===== config.mk =====
export PLATFORM = sky130hd
export DESIGN_NAME = unlock_detector
export DESIGN_NICKNAME = d
export VERILOG_FILES = /design/src/rtl/unlock_pkg.sv /design/src/rtl/unlock_datapath.sv /design/src/rtl/unlock_control.sv /design/src/rtl/unlock_detector.sv
export SDC_FILE = /design/constraint.sdc
export NUM_CORES = 1
export LEC_CHECK = 0
export BUFFER_PORTS_ARGS = -buffer_cell sky130_fd_sc_hd__buf_2
export CAP_MARGIN = 40
export CELL_PAD_IN_SITES_DETAIL_PLACEMENT = 0
export CELL_PAD_IN_SITES_GLOBAL_PLACEMENT = 1
export CORE_MARGIN = 2
export CORE_UTILIZATION = 38
export DETAILED_ROUTE_END_ITERATION = 10
export PLACE_DENSITY_LB_ADDON = 0.1
export SYNTH_ARGS = -nofsm -noshare
export SYNTH_HDL_FRONTEND = slang
export SYNTH_HIERARCHICAL = 1
export SYNTH_SLANG_ARGS = --single-unit

===== constraint.sdc =====
create_clock -name clk -period 5.2 [get_ports clk]
set_input_delay 0.26 -clock clk [delete_from_list [all_inputs] [get_ports clk]]
set_output_delay 0.26 -clock clk [all_outputs]
set_load 0.05 [all_outputs]

===== src/rtl/unlock_pkg.sv =====
package unlock_pkg;

  typedef enum logic [1:0] {
    EV_START = 2'd0,
    EV_BYTE  = 2'd1,
    EV_STOP  = 2'd2,
    EV_NONE  = 2'd3
  } evKind_t;

  // strobes from control to datapath
  typedef struct packed {
    logic clrIdx;
    logic incIdx;
    logic setEn;
    logic fail;
  } ctrlStrb_t;

  // status from datapath to control
  typedef struct packed {
    logic byteMatch;
    logic atFirst;
    logic atLast;
  } dpStat_t;

endpackage


===== src/rtl/unlock_datapath.sv =====
module unlock_datapath
  import unlock_pkg::*;
#(
  parameter logic [7:0] UNLOCK_ADDR = 8'h22,
  parameter logic [7:0] UNLOCK_CMD  = 8'h81,
  parameter int         PASS_LEN    = 2,
  parameter logic [PASS_LEN*8-1:0] PASS_CODE = 16'hF44F
) (
  input  logic      clk,
  input  logic      rstN,
  input  logic [7:0] evData,
  input  ctrlStrb_t strb,
  output dpStat_t   stat,
  output logic      ctrlEnabled,
  output logic      attemptFailed
);

  localparam int SEQ_LEN = PASS_LEN + 2;
  localparam int IDX_W   = $clog2(SEQ_LEN);
  localparam logic [IDX_W-1:0] LAST_IDX = IDX_W'(SEQ_LEN - 1);
  localparam logic [SEQ_LEN*8-1:0] SEQ_BYTES = {UNLOCK_ADDR, UNLOCK_CMD, PASS_CODE};

  logic [7:0]       expByte [SEQ_LEN];
  logic [IDX_W-1:0] idx;

  genvar gi;
  generate
    for (gi = 0; gi < SEQ_LEN; gi++) begin : g_seq
      assign expByte[gi] = SEQ_BYTES[(SEQ_LEN-1-gi)*8 +: 8];
    end
  endgenerate

  always_ff @(posedge clk) begin
    if (!rstN) begin
      idx <= '0;
    end else if (strb.clrIdx) begin
      idx <= '0;
    end else if (strb.incIdx) begin
      idx <= idx + 1'b1;
    end
  end

  always_ff @(posedge clk) begin
    if (!rstN) begin
      ctrlEnabled   <= 1'b0;
      attemptFailed <= 1'b0;
    end else begin
      if (strb.setEn) ctrlEnabled <= 1'b1;
      attemptFailed <= strb.fail;
    end
  end

  always_comb begin
    stat.byteMatch = (evData == expByte[idx]);
    stat.atFirst   = (idx == '0);
    stat.atLast    = (idx == LAST_IDX);
  end

  p_idx_bound_r2: assert property (@(posedge clk) disable iff (!rstN)
    idx <= LAST_IDX);

  p_sticky_r11: assert property (@(posedge clk) disable iff (!rstN)
    ctrlEnabled |=> ctrlEnabled);

  p_fail_pulse_r12: assert property (@(posedge clk) disable iff (!rstN)
    attemptFailed |=> !attemptFailed);

  p_no_fail_on_unlock_r5: assert property (@(posedge clk) disable iff (!rstN)
    $rose(ctrlEnabled) |-> !attemptFailed);

endmodule


===== src/rtl/unlock_control.sv =====
module unlock_control
  import unlock_pkg::*;
(
  input  logic       clk,
  input  logic       rstN,
  input  logic       evValid,
  input  logic [1:0] evKind,
  input  dpStat_t    stat,
  output ctrlStrb_t  strb
);

  typedef enum logic [1:0] {
    S_WAIT_START = 2'd0,
    S_COLLECT    = 2'd1,
    S_WAIT_STOP  = 2'd2
  } state_t;

  state_t state, nxt;
  logic isStart, isByte, isStop;

  assign isStart = evValid && (evKind == EV_START);
  assign isByte  = evValid && (evKind == EV_BYTE);
  assign isStop  = evValid && (evKind == EV_STOP);

  always_ff @(posedge clk) begin
    if (!rstN) state <= S_WAIT_START;
    else       state <= nxt;
  end

  always_comb begin
    strb = '0;
    nxt  = state;
    unique case (state)
      S_WAIT_START: begin
        if (isStart) begin
          strb.clrIdx = 1'b1;
          nxt         = S_COLLECT;
        end
      end
      S_COLLECT: begin
        if (isStart) begin
          if (stat.atFirst) begin
            strb.clrIdx = 1'b1;
          end else begin
            strb.fail = 1'b1;
            nxt       = S_WAIT_START;
          end
        end else if (isByte) begin
          if (stat.byteMatch) begin
            if (stat.atLast) nxt = S_WAIT_STOP;
            else             strb.incIdx = 1'b1;
          end else begin
            strb.fail = !stat.atFirst;
            nxt       = S_WAIT_START;
          end
        end else if (isStop) begin
          strb.fail = !stat.atFirst;
          nxt       = S_WAIT_START;
        end
      end
      S_WAIT_STOP: begin
        if (isStop) begin
          strb.setEn = 1'b1;
          nxt        = S_WAIT_START;
        end else if (isStart || isByte) begin
          strb.fail = 1'b1;
          nxt       = S_WAIT_START;
        end
      end
      default: nxt = S_WAIT_START;
    endcase
  end

  p_unlock_after_full_seq_r4: assert property (@(posedge clk) disable iff (!rstN)
    strb.setEn |-> $past(state == S_COLLECT || state == S_WAIT_STOP));

  p_no_fail_while_waiting_r8: assert property (@(posedge clk) disable iff (!rstN)
    (state == S_WAIT_START) |-> !strb.fail);

endmodule


===== src/rtl/unlock_detector.sv =====
module unlock_detector
  import unlock_pkg::*;
#(
  parameter logic [7:0] UNLOCK_ADDR = 8'h22,
  parameter logic [7:0] UNLOCK_CMD  = 8'h81,
  parameter int         PASS_LEN    = 2,
  parameter logic [PASS_LEN*8-1:0] PASS_CODE = 16'hF44F
) (
  input  logic       clk,
  input  logic       rstN,
  input  logic       evValid,
  input  logic [1:0] evKind,
  input  logic [7:0] evData,
  output logic       ctrlEnabled,
  output logic       attemptFailed
);

  ctrlStrb_t strb;
  dpStat_t   stat;

  unlock_control u_ctrl (
    .clk     (clk),
    .rstN    (rstN),
    .evValid (evValid),
    .evKind  (evKind),
    .stat    (stat),
    .strb    (strb)
  );

  unlock_datapath #(
    .UNLOCK_ADDR (UNLOCK_ADDR),
    .UNLOCK_CMD  (UNLOCK_CMD),
    .PASS_LEN    (PASS_LEN),
    .PASS_CODE   (PASS_CODE)
  ) u_dp (
    .clk           (clk),
    .rstN          (rstN),
    .evData        (evData),
    .strb          (strb),
    .stat          (stat),
    .ctrlEnabled   (ctrlEnabled),
    .attemptFailed (attemptFailed)
  );

  p_rise_on_stop_r3: assert property (@(posedge clk) disable iff (!rstN)
    $rose(ctrlEnabled) |-> $past(evValid && evKind == 2'd2));

endmodule


==> After elaboration in Yosys (flattened, before gate mapping) <==
Index checks and enable logic that the tools add are counted.
{ "totals": {"inputBits": 13, "output_inout_bits": 2, "ff_bits": 6, "wordCells": 61} }
{ "op_classes": {"muxes": 32, "eq_ne": 11, "n_bitwise": 2, "n_addsub": 1, "order_cmp": 1, "n_reduce_logical": 10} }
{ "ops": {"columns": ["cell", "n"], "rows": [
  ["2-bit 2-to-1 mux", 9],
  ["1-bit 2-to-1 mux", 17],
  ["8-bit binary-select mux with 2-bit select", 1],
  ["8-bit 2-to-1 mux", 2],
  ["8-bit == test", 1],
  ["2-bit == test, second input constant", 3],
  ["2-bit logical NOT", 3],
  ["2-bit case mux with 3 select lines", 1],
  ["5-bit by 4-bit != test with 1-bit output, second input constant", 1],
  ["5-bit AND reduction", 1],
  ["2-bit by 1-bit == test with 1-bit output, second input constant", 2],
  ["4-bit by 1-bit != test with 1-bit output, second input constant", 1],
  ["1-bit case mux with 2 select lines", 2],
  ["3-bit >= comparator, second input constant", 1],
  ["1-bit logical AND", 3],
  ["3-bit by 1-bit != test with 1-bit output, second input constant", 1],
  ["3-bit != test, second input constant", 1],
  ["2-bit inverter with 3-bit output", 1],
  ["2-bit by 1-bit adder with 2-bit output, second input constant", 1],
  ["2-bit by 1-bit != test with 1-bit output, second input constant", 1],
  ["2-bit OR reduction", 1],
  ["1-bit logical NOT", 1],
  ["1-bit logical OR", 1],
  ["1-bit inverter", 1]
]} }

==> Longest topological paths before layout <==
Gate-level depths: netlist of the first run.
{ "depth": {"word_depth": 9, "ltp_mapped": 9, "mapped_depth_nobuf": 9} }

==> Hierarchy <==
Netlist of the first run, hierarchy kept.
{ "modules_own_cells": {"columns": ["module", "instances", "seq_area_each_um2", "cells_each", "area_per_inst_um2"], "rows": [
  ["unlock_datapath", 1, 80.1, 28, 259.0],
  ["unlock_control", 1, 40.0, 31, 255.2]
]} }

==> Worst setup path before layout of the first run <==
Ideal clock, no wire load.
{ "synth_path": {"kind": "reg2reg", "start": "reg u_dp.idx[0]", "end": "reg u_dp.idx[1]", "setup_slack_ns": 3.235, "path_stages_with_launch": 10, "t_arrival_ns": 1.851, "setup_time_ns": 0.114, "required_ns": 5.086, "path_buffers": 0, "synth_period_minus_slack_ns": 1.965, "cell_sequence": "dfxtp_1 > inv_1 > ha_1 > nor3b_1 > o22ai_1 > nor3_2 > nand2_1 > nor3_2 > mux2i_1 > nor2_1"} }
{ "synth_rtl": {"columns": ["item", "line_no", "rtl"], "rows": [
  ["from (decl)", "unlock_datapath.sv:24", "logic [IDX_W-1:0] idx;"],
  ["from (signal assigned)", "unlock_datapath.sv:39", "idx <= idx + 1'b1;"]
]} }

==> impl_metrics.yaml, run 1 <==
sta:
  totalNegativeSetupSlack_ps: 0
  clock.fmax_mhz: 463
  slew_headroom_pct: 73.4
  worst_slack_ps: 3040
  fin_hold_ws_ps: 310
  finalHoldViolCount: 0
  setup_viol: 0
  finalCritPeriodShare_pct: 41.5
  fin_crit_ps: 2160
  rsz0062_at_grt: "false"
  tightestPinTransition_ps: 397
  final_max_slew_viol_count: 0
  skew_ps: 0.581
global_route:
  grt_max_degree: 7
  grt_overflow_total: 0
  track_usage_pct: 14.9
  grt_antenna_before_repair: 0
  first_global_vias: 383
  grt_pass1_wl_mm: 1.60
worst_hold_path:
  hold_depth: 2
  hold_class: "primary input to flip-flop"
  hold_start: "rstN"
  hold_end: "u_dp/ctrlEnabled$_SDFFE_PN0P_"
clock_tree:
  cts_buffer_depth: 2
  cts_buffers: 3
  h-tree-depth: 1
  clockRootBuffer: "clkbuf_4"
  cts_tree: "yes"
  clk-insertion-delay-late_ps: 240
  path_clk_slew_ps: 40
  cts_resized: 0
  post_cts_buffers: 0
  cts_hold_buffers: 0
  clock-sinks: 6
synthesis:
  synthArstFlopShare_pct: 0
  synth_common_cells: "dfxtp_1, ha_1, inv_1, xnor2_1, nor2_1"
  netlist-cell-type-count: 28
  ys.flop_type: "dfxtp_1"
  syn_avg_cell_area_um2: 8.72
  synthCells: 59
  synth_area_leaders: "dfxtp_1, ha_1, xnor2_1, nor3_2, inv_1"
  synth_area_um2: 514
  ys_seq_area_share_pct: 23.4
  synth_nets: 78
  synth_top_cell_by_area: "dfxtp_1"
  synth_enable_flop_cells: 0
  ys_seq_elements: 6
  ys_warn_count: 6
  synth.top_cell.area_share_pct: 23.4
critical_path:
  worstReg2RegStart: "u_dp/idx[0]$_SDFFE_PP0P_"
  path_class: "flip-flop to flip-flop"
  reg2reg_depth: 9
  worst-r2r-setup-slack_ps: 3040
  worst_r2r_endpoint: "u_dp/idx[1]$_SDFFE_PP0P_"
  crit_path_end_kind: "flip-flop"
  crit_required_ps: 5330
  worst_setup_path_start_kind: "flip-flop"
  crit_fanout: 4
  arrival_ps: 2290
floorplan:
  io_pins: 15
  start_util_pct: 40.0
  die_h_um: 40.8
  num_rows: 13
  die_area_um2: 1660
  die_width_um: 40.8
  core_area_um2: 1280
cells_and_area:
  regArea_um2: 120
  syn2layout_area_growth_pct: 21.7
  fin_util_pct: 48.7
  n_antenna_cell: 0
  drive_gt1_share_pct: 28.9
  multi_input_area_um2: 375
  fillers: 141
  finalNetCount: 97
power_and_ir_drop:
  p_total_mw: 0.154
  vdd_drop_max_uv: 161
  p_per_area_nw_per_um2: 245
  p_leak_nw: 0.270
route:
  dr_total_vias: 457
  wl_mm: 1.05
  drt_iter0_drc: 7
  wl_per_cell_um: 11.5
  drc: 0
  dr.pass1.iters: 2
  via_per_inst: 5.02
  postRouteAntennaNets: 0
placed_design:
  dp_slack_ps: 3040
  place_congestion: 0.710
  dpl.hpwl_um: 875
  portBuffers: 14
outcome:
  status: "completed"
flow_run:
  cap_violations: 0
-- worst max-delay path by stage --
stage | start | end | slack [ps] | depth (start not counted)
after global routing | u_dp/idx[0]$_SDFFE_PP0P_ | u_dp/idx[1]$_SDFFE_PP0P_ | 2820 | 9
after global placement | u_dp/idx[0]$_SDFFE_PP0P_ | u_dp/idx[1]$_SDFFE_PP0P_ | 3050 | 9
after floorplan | u_dp/idx[0]$_SDFFE_PP0P_ | u_dp/idx[1]$_SDFFE_PP0P_ | 3230 | 9
final | u_dp/idx[0]$_SDFFE_PP0P_ | u_dp/idx[1]$_SDFFE_PP0P_ | 3040 | 9
after CTS | u_dp/idx[0]$_SDFFE_PP0P_ | u_dp/idx[1]$_SDFFE_PP0P_ | 3030 | 9
after detailed placement | u_dp/idx[0]$_SDFFE_PP0P_ | u_dp/idx[1]$_SDFFE_PP0P_ | 3040 | 9
-- sequential cells by signal (all words and copies together) (netlist names) --
| register | flops |
|---|---|
| u_dp/attemptFailed | 1 |
| u_ctrl/state | 2 |
| u_dp/idx | 2 |
| u_dp/ctrlEnabled | 1 |
-- power by group --
group          switching (mW)  internal, mW  total [mW]
combinational          0.0316        0.0265      0.0582
sequential            0.00433        0.0503      0.0547
clock                  0.0147        0.0260      0.0407
total                  0.0507         0.103       0.154
-- critical path: stages, from the launching register on --
cell     delay [ps]
dfxtp_1         420
inv_1            90
ha_1            330
nor3b_1         200
o22ai_1         120
nor3_2          200
nand2_1         100
nor3_2          320
mux2i_1         230
nor2_1           50
-- cells in the final DEF (no fill, tap or decap) --
cell and count:
a21oi_1 3, and2_1 1, and3_1 1, and3b_1 1
and4b_1 1, buf_2 14, clkbuf_4 3, dfxtp_1 6
ha_1 6, inv_1 5, maj3_2 1, mux2i_1 1
nand2_1 3, nand2b_1 3, nand3_1 1, nand3b_1 2
nor2_1 4, nor3_1 1, nor3_2 2, nor3b_1 1
nor4_1 1, o211a_1 1, o21a_1 2, o21ai_0 2
o21ai_1 1, o22ai_1 1, o311ai_2 1, o41ai_2 1
or3_1 1, xnor2_1 5
-- through the flow --
stage / instances / area, µm²
3_5_place_dp: 88 / 603
6_report: 91 / 626
5_1_grt: 91 / 626
3_3_place_gp: 88 / 603
2_1_floorplan: 59 / 514
4_1_cts: 91 / 626
-- cell families (layout without fill, tap and decap cells) --
| family | Yosys count | in the layout | synth area share [%] |
|---|---|---|---|
| XOR/XNOR | 5 | 5 | 8.52 |
| AND/OR/NAND/NOR | 23 | 23 | 27.5 |
| flip-flops | 6 | 6 | 23.4 |
| buffers and inverters | 5 | 22 | 3.65 |
| multiplexers | 1 | 1 | 1.95 |
| adder cells (fa/ha/maj) | 7 | 7 | 16.8 |
| AO/OA/AOI/OAI | 12 | 12 | 18.2 |
-- area by class of cell --
cell class	count	share of cell area (%)
timing repair buffer	14	11.2
clock buffer	3	3.60
sequential	6	19.2
inverter	5	3.00
tap	15	3.00
multi-input combinational	48	60.0
-- per-layer routing --
layer / vias up / share of wire, % / global-route usage [%]
li1: 245 / - / -
met1: 204 / 51 / 19.0
met2: 8 / 46 / 24.6
met3: 0 / 2.9 / 3.26
met4: 0 / 0 / 5.00
met5: - / 0 / 0
No activity file was read; power rests on OpenSTA's default activity.
==> run 2, diff against run 1 <==
--- a/config.mk
+++ b/config.mk
@@ -10,7 +10,7 @@
 export CELL_PAD_IN_SITES_DETAIL_PLACEMENT = 0
 export CELL_PAD_IN_SITES_GLOBAL_PLACEMENT = 1
 export CORE_MARGIN = 2
-export CORE_UTILIZATION = 38
+export CORE_UTILIZATION = 35
 export DETAILED_ROUTE_END_ITERATION = 10
 export PLACE_DENSITY_LB_ADDON = 0.1
 export SYNTH_ARGS = -nofsm -noshare
==> constraint.sdc (replaced) <==
create_clock -name clk -period 2.2 [get_ports clk]
set_input_delay 0.11 -clock clk [delete_from_list [all_inputs] [get_ports clk]]
set_output_delay 0.11 -clock clk [all_outputs]
set_load 0.05 [all_outputs]
==> impl_metrics.yaml, run 2 (synthesis gave the netlist of run 1 again) <==
placed_design:
  place_congestion: 0.731
  portBuffers: 14
  dpl.hpwl_um: 829
worst_hold_path:
  hold_class: "primary input to flip-flop"
  hold_start: "rstN"
  hold_depth: 2
  hold_end: "u_dp/ctrlEnabled$_SDFFE_PN0P_"
sta:
  clock.fmax_mhz: 492
  skew_ps: 10.3
  tightestPinTransition_ps: 251
  slew_headroom_pct: 83.2
  totalNegativeSetupSlack_ps: 0
  rsz0062_at_grt: "false"
  final_max_slew_viol_count: 0
  finalHoldViolCount: 0
  fin_crit_ps: 2030
  setup_viol: 0
  finalCritPeriodShare_pct: 92.5
floorplan:
  die_width_um: 42.3
  start_util_pct: 38.6
  die_area_um2: 1790
  num_rows: 13
  io_pins: 15
  core_area_um2: 1330
  die_h_um: 42.3
route:
  dr_total_vias: 468
  wl_mm: 1.06
  postRouteAntennaNets: 0
  wl_per_cell_um: 11.2
  via_per_inst: 4.98
  drt_iter0_drc: 6
  dr.pass1.iters: 4
  drc: 0
clock_tree:
  clk-insertion-delay-late_ps: 250
  clock-sinks: 6
  cts_tree: "yes"
  post_cts_buffers: 0
  cts_buffers: 3
  cts_buffer_depth: 2
  cts_hold_buffers: 0
  clockRootBuffer: "clkbuf_4"
  path_clk_slew_ps: 50
  h-tree-depth: 1
  cts_resized: 0
critical_path:
  crit_required_ps: 2310
  crit_fanout: 4
  worst_r2r_endpoint: "u_ctrl/state[0]$_SDFFE_PN0P_"
  path_common_cell: "nor3_2"
  worst-r2r-setup-slack_ps: 170
  crit_path_end_kind: "flip-flop"
  crit_family: "compound AO/OA/AOI/OAI gates"
  path_class: "flip-flop to flip-flop"
  worstReg2RegStart: "u_dp/idx[1]$_SDFFE_PP0P_"
  crit_slowest_cell: "dfxtp_1"
  path_cells: "inv_1, ha_1, and3b_1, o22ai_1, nor3_2, nand2_1, nor3_2, buf_4, o311ai_2, o41ai_2"
  critPathMaxStageDelay_ps: 340
  reg2reg_depth: 10
  worst_setup_path_start_kind: "flip-flop"
  arrival_ps: 2150
  worst-path-stages: 10
  path_buf_inv: 2
power_and_ir_drop:
  p_int_mw: 0.244
  switching_power_mw: 0.128
  p_comb_share_pct: 37.5
  power.share.sequential_pct: 34.5
  p_per_area_nw_per_um2: 574
  switching_share_pct: 34.3
  p_total_mw: 0.372
  vdd_drop_max_uv: 458
  clkPwrFrac_pct: 28.0
  p_leak_nw: 0.286
global_route:
  grt_max_degree: 7
  grt_pass1_wl_mm: 1.64
  grt_antenna_before_repair: 0
  grt_overflow_total: 0
  track_usage_pct: 12.6
  first_global_vias: 403
cells_and_area:
  fin_util_pct: 48.6
  multi_input_area_um2: 375
  syn2layout_area_growth_pct: 26.0
  layout_common_cells: "buf_2, ha_1, dfxtp_1"
  final_common_cell: "buf_2"
  fillers: 141
  n_antenna_cell: 0
  top_regs: "u_ctrl/state: 2 flops, u_dp/idx: 2 flops"
  regArea_um2: 120
  finalNetCount: 100
  drive_gt1_share_pct: 31.6
flow_run:
  cap_violations: 0
outcome:
  status: "completed"
-- run 2: changes by cell type in the layout (fill, tap and decap cells not counted) --
cell	change
buf_4	+3
-- run 2: worst max-delay path by stage --
stage / endpoint / slack, ps / startpoint
after floorplan: u_dp/idx[1]$_SDFFE_PP0P_ / 230 / u_dp/idx[0]$_SDFFE_PP0P_
after global placement: u_ctrl/state[0]$_SDFFE_PN0P_ / 190 / u_dp/idx[0]$_SDFFE_PP0P_
after detailed placement: u_ctrl/state[0]$_SDFFE_PN0P_ / 200 / u_dp/idx[0]$_SDFFE_PP0P_
after CTS: u_ctrl/state[0]$_SDFFE_PN0P_ / 180 / u_dp/idx[0]$_SDFFE_PP0P_
after global routing: u_ctrl/state[0]$_SDFFE_PN0P_ / 60 / u_dp/idx[0]$_SDFFE_PP0P_
final: u_ctrl/state[0]$_SDFFE_PN0P_ / 170 / u_dp/idx[1]$_SDFFE_PP0P_
-- run 2: area by class of cell --
cell class / instances / area share (%)
Sequential cell: 6 / 18.5
Tap cell: 15 / 2.90
Clock buffer: 3 / 3.47
Multi-Input combinational cell: 48 / 57.9
Timing Repair Buffer: 17 / 14.3
Inverter: 5 / 2.90
-- run 2: routing by layer --
| metal | vias up | global-route usage (%) | wire, µm |
|---|---|---|---|
| li1 | 251 | - | - |
| met1 | 202 | 16.2 | 535 |
| met2 | 13 | 17.2 | 449 |
| met3 | 2 | 6.47 | 59 |
| met4 | 0 | 5.63 | 11 |
| met5 | - | 0 | 0 |
-- run 2: stage by stage --
stage | cells | hold slack, ps | area, µm² | setup slack (ps)
finish | 94 | 154 | 648 | 165
global route | 94 | 148 | 648 | 58.0
CTS | 94 | 146 | 648 | 176
detailed placement | 91 | 418 | 626 | 201
global placement | 91 | 418 | 626 | 188
floorplan | 59 | 227 | 514 | 235
-- run 2: power by group through the flow --
stage / combinational, mW / sequential (mW) / clock [mW]
3_5_place_dp: 0.136 / 0.130 / 0
5_1_grt: 0.152 / 0.129 / 0.118
3_3_place_gp: 0.137 / 0.131 / 0
2_1_floorplan: 0.102 / 0.128 / 0
6_report: 0.140 / 0.128 / 0.104
4_1_cts: 0.137 / 0.128 / 0.111
